<file path="src/rtl/eb_pkg.sv">
package eb_pkg;
  typedef enum logic [2:0] {
    SLOT_FREE,
    SLOT_FILL,
    SLOT_PEND,
    SLOT_ACC,
    SLOT_REJ
  } slot_state_e;
endpackage

</file>
<file path="src/rtl/eb_writer.sv">
module eb_writer #(
  parameter int NUM_SLOTS  = 8,
  parameter int SLOT_WORDS = 16,
  parameter int DATA_W     = 16,
  parameter int SLOT_W     = $clog2(NUM_SLOTS),
  parameter int IDX_W      = $clog2(SLOT_WORDS),
  parameter int LEN_W      = $clog2(SLOT_WORDS + 1)
) (
  input  logic              clk_i,
  input  logic              rst_ni,
  input  logic              in_valid_i,
  input  logic              in_sop_i,
  input  logic              in_eop_i,
  input  logic [DATA_W-1:0] in_data_i,
  input  logic              slot_free_i,
  output logic              in_ready_o,
  output logic              wr_en_o,
  output logic [SLOT_W-1:0] wr_slot_o,
  output logic [IDX_W-1:0]  wr_idx_o,
  output logic [DATA_W-1:0] wr_data_o,
  output logic              start_o,
  output logic              done_o,
  output logic [LEN_W-1:0]  done_len_o,
  output logic              done_ovf_o
);
  logic              filling_q, ovf_q;
  logic [LEN_W-1:0]  cnt_q;
  logic [SLOT_W-1:0] slot_q;
  logic              take, open_word, fits, ovf_n;
  logic [LEN_W-1:0]  idx, cnt_n;

  assign in_ready_o = filling_q | slot_free_i;
  assign take       = in_valid_i & in_ready_o;
  // words outside an open event without a start marker are dropped
  assign open_word  = take & (filling_q | in_sop_i);
  assign start_o    = take & ~filling_q & in_sop_i;
  assign idx        = start_o ? '0 : cnt_q;
  assign fits       = idx < LEN_W'(SLOT_WORDS);
  assign cnt_n      = fits ? idx + LEN_W'(1) : idx;
  assign ovf_n      = (~start_o & ovf_q) | ~fits;

  assign wr_en_o    = open_word & fits;
  assign wr_slot_o  = slot_q;
  assign wr_idx_o   = idx[IDX_W-1:0];
  assign wr_data_o  = in_data_i;
  assign done_o     = open_word & in_eop_i;
  assign done_len_o = cnt_n;
  assign done_ovf_o = ovf_n;

  always_ff @(posedge clk_i or negedge rst_ni) begin
    if (!rst_ni) begin
      filling_q <= 1'b0;
      ovf_q     <= 1'b0;
      cnt_q     <= '0;
      slot_q    <= '0;
    end else if (open_word) begin
      filling_q <= ~in_eop_i;
      cnt_q     <= cnt_n;
      ovf_q     <= ovf_n;
      if (in_eop_i)
        slot_q <= (slot_q == SLOT_W'(NUM_SLOTS - 1)) ? '0 : slot_q + SLOT_W'(1);
    end
  end

  assert_trunc_len_R7: assert property (@(posedge clk_i) disable iff (!rst_ni)
    done_o && done_ovf_o |-> done_len_o == LEN_W'(SLOT_WORDS));
endmodule

</file>
<file path="src/rtl/eb_store.sv">
module eb_store #(
  parameter int NUM_SLOTS  = 8,
  parameter int SLOT_WORDS = 16,
  parameter int DATA_W     = 16,
  parameter int SLOT_W     = $clog2(NUM_SLOTS),
  parameter int IDX_W      = $clog2(SLOT_WORDS)
) (
  input  logic              clk_i,
  input  logic              wr_en_i,
  input  logic [SLOT_W-1:0] wr_slot_i,
  input  logic [IDX_W-1:0]  wr_idx_i,
  input  logic [DATA_W-1:0] wr_data_i,
  input  logic [SLOT_W-1:0] rd_slot_i,
  input  logic [IDX_W-1:0]  rd_idx_i,
  output logic [DATA_W-1:0] rd_data_o
);
  localparam int Words  = NUM_SLOTS * SLOT_WORDS;
  localparam int ADDR_W = $clog2(Words);

  logic [DATA_W-1:0] mem_q [Words];
  logic [ADDR_W-1:0] wr_addr, rd_addr;

  assign wr_addr   = ADDR_W'(wr_slot_i) * ADDR_W'(SLOT_WORDS) + ADDR_W'(wr_idx_i);
  assign rd_addr   = ADDR_W'(rd_slot_i) * ADDR_W'(SLOT_WORDS) + ADDR_W'(rd_idx_i);
  assign rd_data_o = mem_q[rd_addr];

  always_ff @(posedge clk_i) begin
    if (wr_en_i) mem_q[wr_addr] <= wr_data_i;
  end
endmodule

</file>
<file path="src/rtl/eb_reader.sv">
module eb_reader #(
  parameter int NUM_SLOTS  = 8,
  parameter int SLOT_WORDS = 16,
  parameter int DATA_W     = 16,
  parameter int SLOT_W     = $clog2(NUM_SLOTS),
  parameter int IDX_W      = $clog2(SLOT_WORDS),
  parameter int LEN_W      = $clog2(SLOT_WORDS + 1)
) (
  input  logic              clk_i,
  input  logic              rst_ni,
  input  logic              head_acc_i,
  input  logic              head_rej_i,
  input  logic [LEN_W-1:0]  head_len_i,
  input  logic              head_ovf_i,
  input  logic [DATA_W-1:0] rd_data_i,
  output logic [SLOT_W-1:0] rd_slot_o,
  output logic [IDX_W-1:0]  rd_idx_o,
  output logic              free_o,
  output logic              out_valid_o,
  output logic              out_sop_o,
  output logic              out_eop_o,
  output logic              out_ovf_o,
  output logic [DATA_W-1:0] out_data_o
);
  logic              active_q;
  logic [IDX_W-1:0]  idx_q;
  logic [SLOT_W-1:0] head_q;
  logic              last;

  assign rd_slot_o = head_q;
  assign rd_idx_o  = idx_q;
  assign last      = active_q && (LEN_W'(idx_q) + LEN_W'(1) == head_len_i);
  // rejected head is dropped in one idle cycle
  assign free_o    = last | (~active_q & head_rej_i);

  always_ff @(posedge clk_i or negedge rst_ni) begin
    if (!rst_ni) begin
      active_q    <= 1'b0;
      idx_q       <= '0;
      head_q      <= '0;
      out_valid_o <= 1'b0;
      out_sop_o   <= 1'b0;
      out_eop_o   <= 1'b0;
      out_ovf_o   <= 1'b0;
      out_data_o  <= '0;
    end else begin
      if (!active_q && head_acc_i) begin
        active_q <= 1'b1;
        idx_q    <= '0;
      end else if (active_q) begin
        idx_q <= idx_q + IDX_W'(1);
        if (last) active_q <= 1'b0;
      end
      if (free_o)
        head_q <= (head_q == SLOT_W'(NUM_SLOTS - 1)) ? '0 : head_q + SLOT_W'(1);
      out_valid_o <= active_q;
      out_sop_o   <= active_q && idx_q == '0;
      out_eop_o   <= last;
      out_ovf_o   <= last & head_ovf_i;
      out_data_o  <= active_q ? rd_data_i : '0;
    end
  end

  assert_contig_out_R3: assert property (@(posedge clk_i) disable iff (!rst_ni)
    out_valid_o && !out_eop_o |=> out_valid_o);
endmodule

</file>
<file path="src/rtl/event_hold_buffer.sv">
module event_hold_buffer #(
  parameter int NUM_SLOTS  = 8,
  parameter int SLOT_WORDS = 16,
  parameter int DATA_W     = 16,
  parameter int ERR_W      = 8
) (
  input  logic              clk_i,
  input  logic              rst_ni,
  input  logic              in_valid_i,
  input  logic              in_sop_i,
  input  logic              in_eop_i,
  input  logic [DATA_W-1:0] in_data_i,
  output logic              in_ready_o,
  output logic              busy_o,
  input  logic              dec_valid_i,
  input  logic              dec_accept_i,
  output logic              out_valid_o,
  output logic              out_sop_o,
  output logic              out_eop_o,
  output logic              out_ovf_o,
  output logic [DATA_W-1:0] out_data_o,
  output logic [ERR_W-1:0]  err_cnt_o
);
  import eb_pkg::*;

  localparam int SLOT_W = $clog2(NUM_SLOTS);
  localparam int IDX_W  = $clog2(SLOT_WORDS);
  localparam int LEN_W  = $clog2(SLOT_WORDS + 1);

  slot_state_e       state_q [NUM_SLOTS];
  logic [LEN_W-1:0]  len_q   [NUM_SLOTS];
  logic              ovf_q   [NUM_SLOTS];
  logic [SLOT_W-1:0] dec_q;
  logic [ERR_W-1:0]  err_q;

  logic              w_en, w_start, w_done, w_ovf;
  logic [SLOT_W-1:0] w_slot, r_slot;
  logic [IDX_W-1:0]  w_idx, r_idx;
  logic [DATA_W-1:0] w_data, r_data;
  logic [LEN_W-1:0]  w_len;
  logic              r_free, dec_hit;

  eb_writer #(
    .NUM_SLOTS(NUM_SLOTS), .SLOT_WORDS(SLOT_WORDS), .DATA_W(DATA_W),
    .SLOT_W(SLOT_W), .IDX_W(IDX_W), .LEN_W(LEN_W)
  ) u_writer (
    .clk_i, .rst_ni, .in_valid_i, .in_sop_i, .in_eop_i, .in_data_i,
    .slot_free_i(state_q[w_slot] == SLOT_FREE),
    .in_ready_o,
    .wr_en_o(w_en), .wr_slot_o(w_slot), .wr_idx_o(w_idx), .wr_data_o(w_data),
    .start_o(w_start), .done_o(w_done), .done_len_o(w_len), .done_ovf_o(w_ovf)
  );

  eb_store #(
    .NUM_SLOTS(NUM_SLOTS), .SLOT_WORDS(SLOT_WORDS), .DATA_W(DATA_W),
    .SLOT_W(SLOT_W), .IDX_W(IDX_W)
  ) u_store (
    .clk_i,
    .wr_en_i(w_en), .wr_slot_i(w_slot), .wr_idx_i(w_idx), .wr_data_i(w_data),
    .rd_slot_i(r_slot), .rd_idx_i(r_idx), .rd_data_o(r_data)
  );

  eb_reader #(
    .NUM_SLOTS(NUM_SLOTS), .SLOT_WORDS(SLOT_WORDS), .DATA_W(DATA_W),
    .SLOT_W(SLOT_W), .IDX_W(IDX_W), .LEN_W(LEN_W)
  ) u_reader (
    .clk_i, .rst_ni,
    .head_acc_i(state_q[r_slot] == SLOT_ACC),
    .head_rej_i(state_q[r_slot] == SLOT_REJ),
    .head_len_i(len_q[r_slot]), .head_ovf_i(ovf_q[r_slot]),
    .rd_data_i(r_data), .rd_slot_o(r_slot), .rd_idx_o(r_idx), .free_o(r_free),
    .out_valid_o, .out_sop_o, .out_eop_o, .out_ovf_o, .out_data_o
  );

  assign dec_hit   = dec_valid_i && state_q[dec_q] == SLOT_PEND;
  assign err_cnt_o = err_q;

  always_comb begin
    busy_o = 1'b1;
    for (int s = 0; s < NUM_SLOTS; s++)
      if (state_q[s] == SLOT_FREE) busy_o = 1'b0;
  end

  // writer, decision and reader always touch slots in distinct states
  always_ff @(posedge clk_i or negedge rst_ni) begin
    if (!rst_ni) begin
      for (int s = 0; s < NUM_SLOTS; s++) begin
        state_q[s] <= SLOT_FREE;
        len_q[s]   <= '0;
        ovf_q[s]   <= 1'b0;
      end
      dec_q <= '0;
      err_q <= '0;
    end else begin
      if (w_done) begin
        state_q[w_slot] <= SLOT_PEND;
        len_q[w_slot]   <= w_len;
        ovf_q[w_slot]   <= w_ovf;
      end else if (w_start) begin
        state_q[w_slot] <= SLOT_FILL;
      end
      if (dec_hit) begin
        state_q[dec_q] <= dec_accept_i ? SLOT_ACC : SLOT_REJ;
        dec_q <= (dec_q == SLOT_W'(NUM_SLOTS - 1)) ? '0 : dec_q + SLOT_W'(1);
      end else if (dec_valid_i && err_q != '1) begin
        err_q <= err_q + ERR_W'(1);
      end
      if (r_free) state_q[r_slot] <= SLOT_FREE;
    end
  end

  assert_alloc_free_R1: assert property (@(posedge clk_i) disable iff (!rst_ni)
    w_start |-> state_q[w_slot] == SLOT_FREE);

  assert_release_decided_R10: assert property (@(posedge clk_i) disable iff (!rst_ni)
    r_free |-> (state_q[r_slot] == SLOT_ACC || state_q[r_slot] == SLOT_REJ));

  assert_err_quiet_R6: assert property (@(posedge clk_i) disable iff (!rst_ni)
    !dec_valid_i |=> $stable(err_cnt_o));
endmodule

</file>
<file path="config.mk">
export PLATFORM = sky130hd
export DESIGN_NAME = event_hold_buffer
export DESIGN_NICKNAME = d
export VERILOG_FILES = /design/src/rtl/eb_pkg.sv /design/src/rtl/eb_writer.sv /design/src/rtl/eb_store.sv /design/src/rtl/eb_reader.sv /design/src/rtl/event_hold_buffer.sv
export SDC_FILE = /design/constraint.sdc
export NUM_CORES = 2
export LEC_CHECK = 0
export BUFFER_PORTS_ARGS = -buffer_cell sky130_fd_sc_hd__buf_4
export CORE_ASPECT_RATIO = 0.6
export CORE_MARGIN = 4
export CORE_UTILIZATION = 50
export CTS_BUF_LIST = sky130_fd_sc_hd__clkbuf_8
export DETAILED_ROUTE_END_ITERATION = 10
export PLACE_DENSITY = 0.75
export RECOVER_POWER = 25
export SYNTH_ARGS = -nofsm -noshare
export SYNTH_HDL_FRONTEND = slang
export SYNTH_SLANG_ARGS = --single-unit
</file>
<file path="constraint.sdc">
create_clock -name clk_i -period 11.4 [get_ports clk_i]
set_clock_uncertainty 0.15 [all_clocks]
set_input_delay 0.57 -clock clk_i [delete_from_list [all_inputs] [get_ports clk_i]]
set_output_delay 0.57 -clock clk_i [all_outputs]
set_load 0.05 [all_outputs]
</file>
### Word level (Yosys, flattened, before mapping)

Memory sizes are Yosys's and may differ from the RTL's.
Index checks and enable logic that the tools add are counted.

| word-level totals | value |
|---|---|
| register bits | 121 |
| bits in writable memories | 2048 |
| memories kept | 1 |
| word-level logic and storage cells | 169 |

Memory list:

| name | depth | bits a word | rd ports | clocked after Yosys merged registers in | write ports | line | text |
|---|---|---|---|---|---|---|---|
| u_store.mem_q | 128 | 16 | 1 | 0 | 1 | eb_store.sv:20 | `logic [DATA_W-1:0] mem_q [Words];` |

| cells by class | value |
|---|---|
| magnitude comparators | 7 |
| bitwise gates (word level) | 30 |
| mux-type cells | 54 |
| add/sub/neg operators | 9 |
| equal/unequal tests | 8 |
| reduce and logical (&&, ||, !) cells | 22 |

Operators with widths:

| operator | count |
|---|---|
| $mux 24 | 4 |
| $bwmux 40 | 1 |
| $mux 3 | 13 |
| $and 16x16->16 | 2 |
| $not 16->16 | 2 |
| $bmux 3 s3 | 3 |
| $demux 3 s3 | 3 |
| $logic_not 3->1 | 9 |
| $mux 5 | 5 |
| $and 24x24->24 | 1 |
| $bwmux 24 | 1 |
| $not 24->24 | 1 |
| $mux 1 | 16 |
| $mux 16 | 1 |
| $or 8x8->8 | 2 |
| $bmux 5 s3 | 1 |
| $demux 5 s3 | 1 |
| $add 7x4->7 | 2 |
| $eq 3x3->1 const B | 4 |
| $ge 4x4->1 const B | 3 |
| $lt 4x1->1 const B | 3 |
| $not 3->4 | 3 |
| $add 3x1->3 const B | 3 |
| $and 1x1->1 | 9 |
| other kinds (19) | 37 |

### Longest topological paths before layout

| depth | value |
|---|---|
| depth in word-level cells | 15 |
| mapped depth | 14 |
| mapped depth without buffers | 7 |

### Cells and area by module

Synthesis repeated with hierarchy kept, for this count alone.

| unflattened totals | value |
|---|---|
| cells, all modules | 3681 |
| area total of the unflattened synthesis | 84951.5 um^2 |

By module, submodules not included:

| module | area an instance (um^2) | cells an instance | times used | seq. area each (um^2) |
|---|---|---|---|---|
| eb_store | 78202.5 | 3070 | 1 | 61499.0 |
| event_hold_buffer | 4702.0 | 419 | 1 | 2077.0 |
| eb_reader | 1219.9 | 101 | 1 | 700.7 |
| eb_writer | 827.0 | 91 | 1 | 250.2 |

### Least setup slack after synthesis

Ideal clock, no wire load.

| path | value |
|---|---|
| path kind | register -> register |
| start | register u_writer.slot_q[0] (netlist: u_writer.wr_slot_o[0]) |
| end | memory u_store.mem_q[75][0] (enable) |
| required time | 10.820 ns |
| buffers on the path | 3 |
| arrival | 3.278 ns |
| cell stages (with the launch flop) | 9 |
| setup slack | 7.542 ns |
| cell sequence | dfrtp_1 -> clkbuf_1 -> o21bai_1 -> a221o_1 -> and3_1 -> clkbuf_1 -> and3_1 -> buf_2 -> nor4_1 |

| between the ends | value |
|---|---|
| word-level cells in the longest chain between the ends | 14 |
| elaborated cells on any way between the ends | 16 |
| classes of those cells | add/sub: 1; order compare: 1; mux: 6; bitwise: 7; reduce/logical: 1 |

Ends and longest elaborated chain:

| item | line | text |
|---|---|---|
| from (decl) | eb_writer.sv:28 | `logic [SLOT_W-1:0] slot_q;` |
| from (signal assigned) | eb_writer.sv:61 | `slot_q <= (slot_q == SLOT_W'(NUM_SLOTS - 1)) ? '0 : slot_q + SLOT_W'(1);` |
| $not 3->4 (implied by the code) | event_hold_buffer.sv:48 | `.slot_free_i(state_q[w_slot] == SLOT_FREE),` |
| $bmux 3 s3 | event_hold_buffer.sv:48 |  |
| $mux 3 (implied by the code) (2 in a row) | event_hold_buffer.sv:48 |  |
| $logic_not 3->1 | event_hold_buffer.sv:48 |  |
| $or 1x1->1 | eb_writer.sv:32 | `assign in_ready_o = filling_q \| slot_free_i;` |
| $and 1x1->1 | eb_writer.sv:33 | `assign take = in_valid_i & in_ready_o;` |
| $and 1x1->1 (2 in a row) | eb_writer.sv:36 | `assign start_o = take & ~filling_q & in_sop_i;` |
| $mux 5 | eb_writer.sv:37 | `assign idx = start_o ? '0 : cnt_q;` |
| $lt 5x5->1 | eb_writer.sv:38 | `assign fits = idx < LEN_W'(SLOT_WORDS);` |
| $and 1x1->1 | eb_writer.sv:42 | `assign wr_en_o = open_word & fits;` |
| $mux 1 | eb_store.sv:28 | `if (wr_en_i) mem_q[wr_addr] <= wr_data_i;` |
| $mux 1 (implied by the code) | eb_store.sv:28 |  |
| to (decl) | eb_store.sv:20 |  |

Parallel ways exist; a longest one is shown, timed or not. The select of a mux whose other input is x is not followed.

### Worst setup path in the final report

| path | value |
|---|---|
| start | input in_data_i[7] |
| end | memory u_store.mem_q[0][7], data pin |

RTL lines:

| item | line | text |
|---|---|---|
| from (decl) | event_hold_buffer.sv:12 | `input logic [DATA_W-1:0] in_data_i,` |

No word-level cell before the write port.

==> impl_metrics.env <==
export IMPL_synthCells=3863
export IMPL_cts_htree_levels=5
export IMPL_synth_avg_cell_area_um2=21.9
export IMPL_p_per_area_mw_per_mm2=234
export IMPL_nets=4223
export IMPL_cp_required_ns=11.42
export IMPL_cts_tree="built"
export IMPL_fin_crit_sh_pct=47.4
export IMPL_critPathKind="primary input to flop"
export IMPL_core_area_mm2=0.167
export IMPL_p_sw_share_pct=34.5
export IMPL_clockBufferDepth=4
export IMPL_arrival_ns=5.42
export IMPL_clock_root_buffer="clkbuf_8"
export IMPL_fmax_ghz=0.185
export IMPL_grt_overflow=0
export IMPL_slew_headroom_pct=-183
export IMPL_status="finished with violations"
export IMPL_slowest_delay_ns=2.54
export IMPL_numCtsBuffers=293
export IMPL_yosysWarnings=0
export IMPL_first_pass_iters=9
export IMPL_worstPathCellList="clkbuf_1 > clkbuf_1"
export IMPL_whs_ns=0.166
export IMPL_dieWidth_um=539
export IMPL_crit_family="buffers and inverters"
export IMPL_rows=116
export IMPL_pwr_share_clk_pct=24.9
export IMPL_ys_seq_elements=2169
export IMPL_ant_nets=0
export IMPL_syn_cell_area_mm2=0.0847
export IMPL_max_slew_worst_pin_slew_ns=4.25
export IMPL_clk_latency_ns=0.93
export IMPL_ys_seq_area_share_pct=76.2
export IMPL_hp_class="primary input to flop"
export IMPL_p_leak_uw=0.0299
export IMPL_placed_cells=6124
export IMPL_synth_edf_count=2048
export IMPL_grt_max_degree=128
export IMPL_place_ws_ns=6.50
export IMPL_routabilityCongestion=0.965
export IMPL_crit_path_top_delay_cell="clkbuf_1"
export IMPL_yosysUniqueCellTypes=77
export IMPL_synth_async_reset_ratio_pct=5.58
export IMPL_hpwl_um=143000
export IMPL_worst_slack_ns=6.00
export IMPL_drtIter0Drc=8137
export IMPL_finalSetupViolCount=0
export IMPL_track_usage_pct=26.4
export IMPL_vias=44700
export IMPL_start_util_pct=50.6
export IMPL_power_frac_seq_pct=42.9
export IMPL_die_y_um=327
export IMPL_violations="capacitance limit, slew limit"
export IMPL_cap_viol_max_count=23
export IMPL_critPathMaxFanout=65
export IMPL_final_max_slew_viol_count=1228
export IMPL_min_period_ns=5.40
export IMPL_p_sw_uw=7560
export IMPL_critPathCaptureType="flop"
export IMPL_syn_to_final_growth_pct=10.7
export IMPL_grt_pass1_wl_um=329000
export IMPL_via_per_inst=6.71
export IMPL_grt_pass1_vias=42700
export IMPL_cpMostUsedCell="clkbuf_1"
export IMPL_io_buffer_count=52
export IMPL_layout_drive_gt1_share_pct=29.7
export IMPL_rsz0062_at_grt="false"
export IMPL_stdcell_count=6657
export IMPL_power_frac_comb_pct=32.3
export IMPL_wl_um=234000
export IMPL_finalHoldViolations=0
export IMPL_drc_errors=0
export IMPL_post_route_util_pct=56.0
export IMPL_setup_tns_ns=0
export IMPL_die_area_mm2=0.176
export IMPL_antenna_found_initial=7
export IMPL_wl_per_cell_um=35.1
export IMPL_clkTransAtPathRegs_ns=0.07
export IMPL_synth_fp_nets=3895
export IMPL_intPower_uw=14300
export IMPL_ys_flop_type="edfxtp_1"
export IMPL_clkSinkCount=2169
export IMPL_irDropWorstVdd_mv=0.209
export IMPL_critPathBufInv=2
export IMPL_start_kind="primary input"
export IMPL_ioPinCount=53
==> kinds of logic (layout without fill, tap and decap cells) <==
family                     after synthesis  after routing  share of synthesized area, %
and+or+nand+nor                        429            429                          2.36
other                                    0             15                             0
DFF                                   2169           2169                          76.2
xor gates and xnor gates                14             14                         0.145
AOI/OAI and AO/OA                      281            281                          2.44
buffers and inverters                  236            773                          1.38
adders and majority gates                9              9                         0.133
muxes                                  725            725                          17.3
==> per-stage QoR <==
stage	cell area, um2	power (uW)
2_1_floorplan	84700	13800
3_3_place_gp	88500	16300
3_5_place_dp	88500	16400
4_1_cts	93700	21700
5_1_grt	93700	22600
6_report	93700	21900
==> synthesized netlist by cell type, types with 28 or more instances <==
cell type,number,area [um2]
edfxtp_1,2048,61500
mux4_2,585,13200
nor2_1,175,657
dfrtp_1,121,3030
nand2_1,93,349
clkbuf_1,85,319
buf_2,81,405
mux2i_1,70,701
mux2_2,65,732
a22oi_1,64,480
a21oi_1,30,150
buf_4,28,210
nand3_1,28,140
==> what timing repair did <==
action	CTS	global route
gates resized for setup	0	0
hold endpoints to repair	325	0
buffers inserted	0	0
hold buffers	13	0
==> flip-flops by register name (all words and copies together), names as in the netlist, 3 cells and up <==
| name | cells |
|---|---|
| u_reader.rd_slot_o | 3 |
| u_writer.cnt_q | 5 |
| ovf_q | 8 |
| u_store.mem_q | 2048 |
| u_reader.out_data_o | 16 |
| u_writer.wr_slot_o | 3 |
| err_cnt_o | 8 |
| len_q | 40 |
| state_q | 24 |
| dec_q | 3 |
| u_reader.rd_idx_o | 4 |
==> final timing paths <==
kind,cells past startpoint,start,end,slack [ns]
setup / recovery,2,in_data_i[7],u_store.mem_q[0][7]$_DFFE_PP_,6.00
min in group asynchronous,2,rst_ni,state_q[14]$_DFF_PN0_,1.53
hold reg to reg,1,err_cnt_o[5]$_DFFE_PN0P_,err_cnt_o[5]$_DFFE_PN0P_,0.35
hold / removal,3,in_sop_i,u_writer.cnt_q[1]$_DFFE_PN0N_,0.17
setup reg to reg,7,u_reader.rd_idx_o[1]$_DFFE_PN0P_,u_reader.out_data_o[2]$_DFF_PN0_,6.31
max in group asynchronous,2,rst_ni,u_reader.rd_idx_o[2]$_DFFE_PN0P_,6.53
==> metal layers <==
metal  vias to the layer above  share of wire (%)  GRT usage (%)
met4                        10                3.4           8.09
met2                      3985                 40           33.6
met5                         -               0.17           1.30
li1                      17000                  -              -
met1                     23100                 38           39.5
met3                       552                 19           13.2
==> worst min-delay path, delay by kind of cell <==
kind | cells | cell delay (ns)
AO/OA/AOI/OAI | 2 | 0.54
buffers and inverters | 1 | 0.09
==> cell usage in the layout (no fill, tap or decap), types with 13 or more instances in the layout <==
master,count
dfrtp_1,114
nand3_1,28
a221oi_1,23
o21ai_0,25
buf_4,211
clkbuf_8,299
mux2i_1,69
clkinv_1,60
o22ai_1,26
clkbuf_1,24
nor2_2,67
nor3_1,21
a31oi_1,15
edfxtp_1,2048
mux2_2,65
dlygate4sd3_1,13
nand2_1,93
a21oi_1,30
mux4_2,585
nor2b_1,17
and3_1,17
a22oi_1,64
inv_1,110
nor2_1,111
a211oi_1,18
diode_2,15
clkinv_2,21
==> power groups by stage <==
| stage | logic [uW] | registers (uW) | clock network [uW] |
|---|---|---|---|
| global placement | 6740 | 9510 | 0 |
| CTS | 6850 | 9360 | 5480 |
| finish | 7070 | 9380 | 5440 |
| floorplan | 4400 | 9410 | 0 |
| global route | 7270 | 9400 | 5900 |
| detailed placement | 6830 | 9530 | 0 |
==> cell type report <==
cell class | count | area (um2)
multi-input cells | 1458 | 19200
repair buffers | 255 | 1940
inverters | 14 | 60.1
flip-flops and latches | 2169 | 64500
fillers | 12000 | 73800
well taps | 2242 | 2810
clock inverters | 205 | 1030
clock buffers | 299 | 4120
diodes | 15 | 37.5
(Power assumes the default switching activity.)
